### src/rtl/msc_pkg.sv
// Package: shared module-state encoding for the staged power-state controller.
// Assumes a 2-bit state code where 2 is reserved and never held as a state.
package msc_pkg;

    typedef enum logic [1:0] {
        MS_OFF  = 2'd0,
        MS_SRST = 2'd1,
        MS_RSVD = 2'd2,
        MS_ON   = 2'd3
    } mstate_t;

    // Fold a requested code onto a legal state (reserved becomes disabled).
    function automatic mstate_t resolve_state(input logic [1:0] code);
        return (code == 2'd2) ? MS_OFF : mstate_t'(code);
    endfunction

endpackage

### src/rtl/msc_slot.sv
// Module: one controlled peripheral slot.
// Holds the software control byte, the state captured at launch and the
// present state, and decodes the present state into clock/reset outputs.
// Assumes launch and done never arrive in the same cycle.
module msc_slot
    import msc_pkg::*;
#(
    parameter int CTRL_W = 8
) (
    input  logic              clk,
    input  logic              rst_n,
    input  logic              ctrl_we,
    input  logic [CTRL_W-1:0] wdata,
    input  logic              launch,
    input  logic              done,
    output logic [CTRL_W-1:0] ctrl_q,
    output logic [1:0]        cur_q,
    output logic              pending,
    output logic              clk_en,
    output logic              rst_rel
);

    mstate_t want;
    mstate_t tgt;
    mstate_t cur;

    // Control byte: keeps every bit software writes.
    always_ff @(posedge clk) begin
        if (!rst_n)       ctrl_q <= '0;
        else if (ctrl_we) ctrl_q <= wdata;
    end

    // Capture the target at launch, commit it when the domain finishes.
    always_ff @(posedge clk) begin
        if (!rst_n) begin
            tgt <= MS_OFF;
            cur <= MS_OFF;
        end else begin
            if (launch) tgt <= want;
            if (done)   cur <= tgt;
        end
    end

    // Requested state and output decode of the present state.
    always_comb begin
        want    = resolve_state(ctrl_q[1:0]);
        pending = (want != cur);
        cur_q   = cur;
        clk_en  = (cur == MS_ON) || (cur == MS_SRST);
        rst_rel = (cur == MS_ON);
    end

    assert_legal_state_R8: assert property (@(posedge clk) disable iff (!rst_n)
        cur != MS_RSVD);

    assert_rst_needs_clk_R2: assert property (@(posedge clk) disable iff (!rst_n)
        rst_rel |-> clk_en);

    assert_hold_until_done_R3: assert property (@(posedge clk) disable iff (!rst_n)
        !done |=> $stable(cur_q));

endmodule

### src/rtl/msc_domain.sv
// Module: one controller domain of N slots sharing a start command,
// a settling counter and a busy flag.
// Assumes TRANS_CYC >= 1; a start request while busy is dropped.
module msc_domain #(
    parameter int N         = 4,
    parameter int CTRL_W    = 8,
    parameter int TRANS_CYC = 4
) (
    input  logic                     clk,
    input  logic                     rst_n,
    input  logic [N-1:0]             ctrl_we,
    input  logic [CTRL_W-1:0]        wdata,
    input  logic                     go_req,
    output logic                     busy,
    output logic [N-1:0][CTRL_W-1:0] ctrl_q,
    output logic [N-1:0][1:0]        cur_q,
    output logic [N-1:0]             clk_en,
    output logic [N-1:0]             rst_rel
);

    localparam int CNT_W = (TRANS_CYC > 1) ? $clog2(TRANS_CYC) : 1;

    logic [CNT_W-1:0] cnt;
    logic [N-1:0]     pending;
    logic             launch;
    logic             done;

    // Start only when idle and some slot differs; finish at counter zero.
    always_comb begin
        launch = go_req && !busy && (|pending);
        done   = busy && (cnt == '0);
    end

    // Settling counter and busy flag.
    always_ff @(posedge clk) begin
        if (!rst_n) begin
            busy <= 1'b0;
            cnt  <= '0;
        end else if (launch) begin
            busy <= 1'b1;
            cnt  <= CNT_W'(TRANS_CYC - 1);
        end else if (busy) begin
            if (cnt == '0) busy <= 1'b0;
            else           cnt  <= cnt - 1'b1;
        end
    end

    for (genvar i = 0; i < N; i++) begin : g_slot
        msc_slot #(.CTRL_W(CTRL_W)) u_slot (
            .clk     (clk),
            .rst_n   (rst_n),
            .ctrl_we (ctrl_we[i]),
            .wdata   (wdata),
            .launch  (launch),
            .done    (done),
            .ctrl_q  (ctrl_q[i]),
            .cur_q   (cur_q[i]),
            .pending (pending[i]),
            .clk_en  (clk_en[i]),
            .rst_rel (rst_rel[i])
        );
    end

    assert_busy_span_R4: assert property (@(posedge clk) disable iff (!rst_n)
        (busy && cnt != '0) |=> busy);

    assert_go_ignored_R6: assert property (@(posedge clk) disable iff (!rst_n)
        (busy && go_req && cnt != '0) |=> (cnt == $past(cnt) - 1'b1));

    assert_idle_go_R7: assert property (@(posedge clk) disable iff (!rst_n)
        (!busy && go_req && !(|pending)) |=> !busy);

endmodule

### src/rtl/msc_top.sv
// Module: staged module power-state controller, two domains behind one
// register port. Address = {kind[1:0], id}; kind 0 control, 1 status,
// 2 command, 3 busy; for kinds 2/3 address bit 0 picks the domain.
// Assumes N0 <= ID_BASE and ID_BASE + N1 <= 2**ID_W.
module msc_top #(
    parameter int N0        = 4,
    parameter int N1        = 3,
    parameter int ID_W      = 6,
    parameter int ID_BASE   = 32,
    parameter int CTRL_W    = 8,
    parameter int TRANS_CYC = 4
) (
    input  logic                   clk,
    input  logic                   rst_n,
    input  logic                   bus_we,
    input  logic [ID_W+1:0]        bus_addr,
    input  logic [CTRL_W-1:0]      bus_wdata,
    output logic [CTRL_W-1:0]      bus_rdata,
    output logic [N0+N1-1:0]       mod_clk_en,
    output logic [N0+N1-1:0]       mod_rst_rel
);

    localparam int ADDR_W = ID_W + 2;

    logic [1:0]                       kind;
    logic [ID_W-1:0]                  id;
    logic [N0-1:0]                    we0;
    logic [N1-1:0]                    we1;
    logic                             go0, go1, busy0, busy1;
    logic [N0-1:0][CTRL_W-1:0]        ctrl0;
    logic [N1-1:0][CTRL_W-1:0]        ctrl1;
    logic [N0-1:0][1:0]               cur0;
    logic [N1-1:0][1:0]               cur1;

    // Address split and per-slot / per-domain write decode.
    always_comb begin
        kind = bus_addr[ADDR_W-1 -: 2];
        id   = bus_addr[ID_W-1:0];
        for (int i = 0; i < N0; i++)
            we0[i] = bus_we && (kind == 2'd0) && (id == ID_W'(i));
        for (int j = 0; j < N1; j++)
            we1[j] = bus_we && (kind == 2'd0) && (id == ID_W'(ID_BASE + j));
        go0 = bus_we && (kind == 2'd2) && !bus_addr[0] && bus_wdata[0];
        go1 = bus_we && (kind == 2'd2) &&  bus_addr[0] && bus_wdata[0];
    end

    msc_domain #(.N(N0), .CTRL_W(CTRL_W), .TRANS_CYC(TRANS_CYC)) u_dom0 (
        .clk     (clk),
        .rst_n   (rst_n),
        .ctrl_we (we0),
        .wdata   (bus_wdata),
        .go_req  (go0),
        .busy    (busy0),
        .ctrl_q  (ctrl0),
        .cur_q   (cur0),
        .clk_en  (mod_clk_en[N0-1:0]),
        .rst_rel (mod_rst_rel[N0-1:0])
    );

    msc_domain #(.N(N1), .CTRL_W(CTRL_W), .TRANS_CYC(TRANS_CYC)) u_dom1 (
        .clk     (clk),
        .rst_n   (rst_n),
        .ctrl_we (we1),
        .wdata   (bus_wdata),
        .go_req  (go1),
        .busy    (busy1),
        .ctrl_q  (ctrl1),
        .cur_q   (cur1),
        .clk_en  (mod_clk_en[N0+N1-1:N0]),
        .rst_rel (mod_rst_rel[N0+N1-1:N0])
    );

    // Read multiplexer; unmapped identifiers and commands read as zero.
    always_comb begin
        bus_rdata = '0;
        case (kind)
            2'd0: begin
                for (int i = 0; i < N0; i++)
                    if (id == ID_W'(i)) bus_rdata = ctrl0[i];
                for (int j = 0; j < N1; j++)
                    if (id == ID_W'(ID_BASE + j)) bus_rdata = ctrl1[j];
            end
            2'd1: begin
                for (int i = 0; i < N0; i++)
                    if (id == ID_W'(i)) bus_rdata = CTRL_W'(cur0[i]);
                for (int j = 0; j < N1; j++)
                    if (id == ID_W'(ID_BASE + j)) bus_rdata = CTRL_W'(cur1[j]);
            end
            2'd3:    bus_rdata = CTRL_W'(bus_addr[0] ? busy1 : busy0);
            default: bus_rdata = '0;
        endcase
    end

    assert_domains_apart_R10: assert property (@(posedge clk) disable iff (!rst_n)
        (go0 && !busy1) |=> $stable(mod_clk_en[N0+N1-1:N0]));

endmodule

### config.mk
export PLATFORM = sky130hd
export DESIGN_NAME = msc_top
export DESIGN_NICKNAME = d
export VERILOG_FILES = /design/src/rtl/msc_pkg.sv /design/src/rtl/msc_slot.sv /design/src/rtl/msc_domain.sv /design/src/rtl/msc_top.sv
export SDC_FILE = /design/constraint.sdc
export NUM_CORES = 1
export LEC_CHECK = 0
export CAP_MARGIN = 0
export CORE_UTILIZATION = 55
export DETAILED_ROUTE_END_ITERATION = 8
export DONT_BUFFER_PORTS = 1
export GPL_TIMING_DRIVEN = 1
export PLACE_DENSITY = 0.73
export SLEW_MARGIN = 20
export SYNTH_ARGS = -nofsm -noshare
export SYNTH_HDL_FRONTEND = slang
export SYNTH_HIERARCHICAL = 1
export SYNTH_SLANG_ARGS = --single-unit
### constraint.sdc
create_clock -name clk -period 1.5 [get_ports clk]
set_input_delay 0.225 -clock clk [delete_from_list [all_inputs] [get_ports clk]]
set_output_delay 0.225 -clock clk [all_outputs]
set_load 0.05 [all_outputs]
# [After elaboration in Yosys (flattened, before gate mapping)]
# Index checks and enable logic that the tools add are counted.
[op_classes] n_addsub=2 mux=35 n_reduce_logical=39 n_eq_ne=39
[op_table] operator="$mux W8" n=13
[op_table] operator="$eq A2 B2 Y1 const B" n=16
[op_table] operator="$mux W2" n=14
[op_table] operator="$pmux W8 S3" n=1
[op_table] operator="$logic_and A1 B1 Y1" n=19
[op_table] operator="$eq A6 B6 Y1 const B" n=3
[op_table] operator="$eq A2 B1 Y1 const B" n=8
[op_table] operator="$ne A2 B2 Y1" n=7
[op_table] operator="$eq A6 B2 Y1 const B" n=2
[op_table] operator="$logic_or A1 B1 Y1" n=7
[op_table] operator="$mux W1" n=7
[op_table] operator="$eq A6 B1 Y1 const B" n=1
[op_table] operator="$logic_not A2 Y1" n=3
[op_table] operator="$logic_not A6 Y1" n=1
[op_table] operator="$ne A2 B2 Y1 const B" n=2
[op_table] operator="$reduce_and A2 Y1" n=2
[op_table] operator="$reduce_bool A2 Y1" n=2
[op_table] operator="$reduce_or A4 Y1" n=1
[op_table] operator="$sub A2 B1 Y2 const B" n=2
[op_table] operator="$logic_not A1 Y1" n=3
[op_table] operator="$reduce_or A3 Y1" n=1
[word_totals] input_bits=19 register_bits=90 word_cells=140 output_inout_bits=22

# [Longest topological paths before layout]
[depth] word_depth=9 depth_mapped=8 depth_no_buf=6

# [Cells and area by module]
# The synthesis kept the hierarchy.
[modules_own_cells] module="msc_slot" cells_each=44 instances=7 seq_area_each_um2=240.2 area_per_inst_um2=490.5
[modules_own_cells] module="msc_top" cells_each=120 instances=1 seq_area_each_um2=0.0 area_per_inst_um2=790.8
[modules_own_cells] module="msc_domain (u_dom0)" cells_each=15 instances=1 seq_area_each_um2=60.1 area_per_inst_um2=160.2
[modules_own_cells] module="msc_domain (u_dom1)" cells_each=15 instances=1 seq_area_each_um2=60.1 area_per_inst_um2=156.4

# [Worst setup path before layout]
# OpenSTA, ideal clock, no wires.
[synth_timing] path_kind="input port to output port" from="in bus_addr[0]" to="out bus_rdata[2]" arrival_ps=2099 cell_stages=6 setup_slack_ps=-824 required_ps=1275 n_path_buf=1 path_cell_list="buf_2 nand2_1 nor2_1 a211o_1 a22oi_1 nor3_1"
[synth_via] elab_chain_cells=9 word_cells_on_any_way=20 cone_classes="eq/ne (6); mux (13); reduce/logical (1)"
[synth_lines] element="from (decl)" line_no="msc_top.sv:16" source="input logic [ID_W+1:0] bus_addr,"
[synth_lines] element="$logic_not A6 Y1" line_no="msc_top.sv:79" source="if (id == ID_W'(i)) bus_rdata = ctrl0[i];"
[synth_lines] element="$mux W8 (4 in a row)" line_no="msc_top.sv:79"
[synth_lines] element="$mux W8 (3 in a row)" line_no="msc_top.sv:81" source="if (id == ID_W'(ID_BASE + j)) bus_rdata = ctrl1[j];"
[synth_lines] element="$pmux W8 S3 *" line_no="msc_top.sv:76" source="case (kind)"
[synth_lines] element="to (decl)" line_no="msc_top.sv:18" source="output logic [CTRL_W-1:0] bus_rdata,"
# Mark *: on every way between the ends. The rest lies on a longest branch, timed or not.

# [Final worst setup path]
[layout_timing] from="reg u_dom0.g_slot[1].u_slot.cur[0]" to="reg u_dom0.busy"
[layout_via] elab_chain_cells=4
[layout_lines] element="from (decl)" line_no="msc_slot.sv:25" source="mstate_t cur;"
[layout_lines] element="from (signal assigned)" line_no="msc_slot.sv:40" source="if (done) cur <= tgt;"
[layout_lines] element="$ne A2 B2 Y1" line_no="msc_slot.sv:47" source="pending = (want != cur);"
[layout_lines] element="net u_dom0.pending[1]" line_no="msc_domain.sv:24" source="logic [N-1:0] pending;"
[layout_lines] element="$reduce_or A4 Y1" line_no="msc_domain.sv:30" source="launch = go_req && !busy && (|pending);"
[layout_lines] element="$logic_and A1 B1 Y1" line_no="msc_domain.sv:30"
[layout_lines] element="net u_dom0.launch" line_no="msc_domain.sv:25" source="logic launch;"
[layout_lines] element="$mux W1" line_no="msc_domain.sv:39" source="end else if (launch) begin"
[layout_lines] element="to (signal assigned)" line_no="msc_domain.sv:37" source="busy <= 1'b0;"
[layout_lines] element="to (signal assigned)" line_no="msc_domain.sv:40" source="busy <= 1'b1;"
[layout_lines] element="to (signal assigned)" line_no="msc_domain.sv:43" source="if (cnt == '0) busy <= 1'b0;"
[layout_lines] element="to (decl)" line_no="msc_domain.sv:14" source="output logic busy,"
# The timed path passes the listed nets, and every way through them passes these cells.
# A chain may end at the register's enable or synchronous reset.

==> impl_metrics.json <==
{
  "clkPwrFrac": 0.406,
  "synth_top_area_frac": 0.397,
  "grtUsageMet1": 0.321,
  "synth_nets": 479,
  "route.detailed.drc": 0,
  "fill_cells": 483,
  "grt_pass1_vias": 3916,
  "start_util": 0.579,
  "min_period_over_period": 1.27,
  "wl_per_cell_um": 18.5,
  "drtIter0Drc": 264,
  "vias": 3799,
  "critPathLaunchType": "register",
  "yosysMostFrequentCell": "dfxtp_1",
  "regArea_um2": 1860,
  "hpwl_mm": 7.55,
  "ys_seq_area_frac": 0.397,
  "drive_gt1_frac": 0.388,
  "endpoint_kind": "register",
  "violations": "negative setup slack",
  "max_freq_mhz": 526,
  "areaGrowthSynthToFinish_pct": 37.3,
  "antenna_found_initial": 0,
  "cts_buffers": 9,
  "wirelength_mm": 12.1,
  "dp.cells": 617,
  "design_area_um2": 6240,
  "finish.utilization": 0.795,
  "hold_viol_final": 0,
  "synth_edf_count": 0,
  "critPathMaxFanout": 5,
  "rsz0062_at_grt": "yes",
  "track_usage": 0.277,
  "hold_path.class": "input pin to register",
  "setup_violations": 29,
  "yosys_register_bits": 90,
  "synth.top_cells.by_area": "dfxtp_1, mux2i_1, nor2b_1",
  "synth_common_cells": "dfxtp_1, mux2i_1, nor2b_1",
  "std_cell_rows": 32,
  "dieArea_um2": 8620,
  "grt_max_degree": 85,
  "relSlewSlack": 0.722,
  "p_switching_w": 0.000925,
  "synth.distinct_cells": 50,
  "ioPinCount": 41,
  "swShare": 0.213,
  "synthFlopType": "dfxtp_1",
  "die-height_um": 92.9,
  "skew_ns": 0.0114,
  "power_leakage_nw": 2.09,
  "dieWidth_um": 92.9,
  "root_buffer": "clkbuf_8",
  "netlist_instances": 458,
  "reg2reg_slack_ns": -0.40,
  "ctsLongestPathBuffers": 2,
  "port_buffers": 0,
  "met3_usage": 0.0550,
  "comb_power_share": 0.048,
  "maxCapViolCount": 0,
  "power.density_nw_per_um2": 697,
  "core_um2": 7850,
  "grt_pass1_wl_mm": 18.6,
  "worstMarginPinSlew_ns": 0.416,
  "cts.sinks": 90,
  "cts_tree": "done",
  "syn_area_per_cell_um2": 9.91,
  "pwr-share-seq": 0.546,
  "min_period_ns": 1.90,
  "worstPathRequired_ns": 1.75,
  "viasPerCell": 5.81,
  "clk_pin_slew_ns": 0.08,
  "top_usage_layer": "met2",
  "placed_cell_area_um2": 5480,
  "synth_area_leader_cell": "dfxtp_1",
  "cp.arrival_ns": 2.15,
  "syn_area_um2": 4540,
  "dp_slack_ns": -0.304,
  "internal_power_w": 0.00342,
  "dr.pass1.iters": 4,
  "yosysWarnings": 6,
  "antenna_cells": 0,
  "critPathKind": "register to register",
  "fin_nets": 569,
  "grt_overflow": 0,
  "finalWeightedCongestion": 0.891,
  "cts-htree-levels": 3,
  "slew_violations": 0,
  "gr-usage-met2": 0.501,
  "layoutNonFillerInstCount": 654,
  "antenna_left": 0,
  "run_status": "complete, but fails checks",
  "layout_setup_ws_ns": -0.401,
  "vdd_drop_max_mv": 0.674,
  "insertion_delay_ns": 0.36,
  "async_flop_share": 0,
  "multi_input_area_um2": 2870
}
[metrics by stage]
| stage | power (W) | hold WS [ns] | setup TNS (ns) |
|---|---|---|---|
| after floorplan | 0.00261 | 0.342 | -3.71 |
| after detailed placement | 0.00263 | 0.355 | -14.45 |
| final | 0.00435 | 0.00699 | -6.92 |
| after global routing | 0.00449 | 0.00172 | -8.06 |
| after CTS | 0.00436 | 0.000860 | -5.66 |
| after global placement | 0.00262 | 0.351 | -11.39 |
[power groups by stage]
stage / clock network (W) / registers (W) / logic, W
finish: 0.00176 / 0.00238 / 0.000209
global route: 0.00189 / 0.00238 / 0.000222
CTS: 0.00178 / 0.00238 / 0.000195
detailed placement: 0 / 0.00245 / 0.000179
global placement: 0 / 0.00245 / 0.000175
floorplan: 0 / 0.00245 / 0.000167
[cell families (layout without fill, tap and decap cells)]
| kind of cell | after synthesis | after routing | synth area share |
|---|---|---|---|
| flip-flops | 90 | 90 | 0.397 |
| multiplexers | 89 | 89 | 0.196 |
| AO/OA/AOI/OAI | 64 | 64 | 0.103 |
| XOR/XNOR | 2 | 2 | 0.00386 |
| adder cells (fa/ha/maj) | 2 | 2 | 0.00551 |
| AND/OR/NAND/NOR | 177 | 177 | 0.251 |
| buffers and inverters | 34 | 128 | 0.0433 |
[metal layers]
layer,wire (um),share of wire
met1,5200,0.43
met2,6140,0.51
met3,467,0.039
met4,268,0.022
met5,0,0
[path summary, 6_finish.rpt]
check,startpoint,cells past startpoint,endpoint
worst max-delay path,u_dom0/g_slot[1].u_slot/cur_q[0],8,u_dom0/busy
worst max register to register,u_dom0/g_slot[1].u_slot/cur_q[0],8,u_dom0/busy
worst min-delay path,rst_n,1,u_dom0/g_slot[1].u_slot/cur_q[0]
worst min register to register,u_dom1/g_slot[0].u_slot/tgt[1],2,u_dom1/g_slot[0].u_slot/tgt[1]
[flip-flops by register name (all words and copies together) (netlist names)]
register / count
u_dom1/g_slot.u_slot/ctrl_q: 24
u_dom0/g_slot.u_slot/ctrl_q: 32
u_dom1/g_slot.u_slot/cur_q: 6
u_dom1/busy: 1
u_dom1/cnt: 2
u_dom1/g_slot.u_slot/tgt: 6
u_dom0/g_slot.u_slot/tgt: 8
u_dom0/busy: 1
u_dom0/cnt: 2
u_dom0/g_slot.u_slot/cur_q: 8
[layout make-up]
| type | instances | share of cell area |
|---|---|---|
| clock buffers | 10 | 0.0205 |
| clock inverters | 5 | 0.0128 |
| inverters | 4 | 0.00241 |
| multi-input cells | 334 | 0.460 |
| flip-flops and latches | 90 | 0.298 |
| well taps | 102 | 0.0205 |
| repair buffers | 109 | 0.186 |
[what timing repair did]
action / in CTS / in global routing
pin swaps: 42 / 14
endpoints found under the hold margin: 7 / 2
gates resized for setup: 75 / 31
cloned: 1 / 0
endpoints found under the setup margin: 35 / 51
buffers inserted: 13 / 6
hold buffers: 1 / 2
[worst max-delay path, cell delays in order, from the launching register on]
cell,delay (ns)
dfxtp_4,0.36
buf_6,0.13
o311a_4,0.37
nor4_4,0.32
nor3b_4,0.09
buf_6,0.14
buf_12,0.12
buf_6,0.11
o21a_1,0.17
[layout by cell type (no fill, tap or decap), types with 7 or more instances in the layout]
master     instances
o21ai_0            7
nand4bb_1          7
buf_4             68
dfxtp_1           60
dfxtp_2           23
nor3_4             7
buf_6             16
clkbuf_8           9
dfxtp_4            7
a22oi_2            7
nand4_1            7
mux2i_1           88
nor2b_1           79
nand2b_4           8
buf_12            19
nor2_1            12
nand3_1           11
No activity file was read; power rests on OpenSTA's default activity.
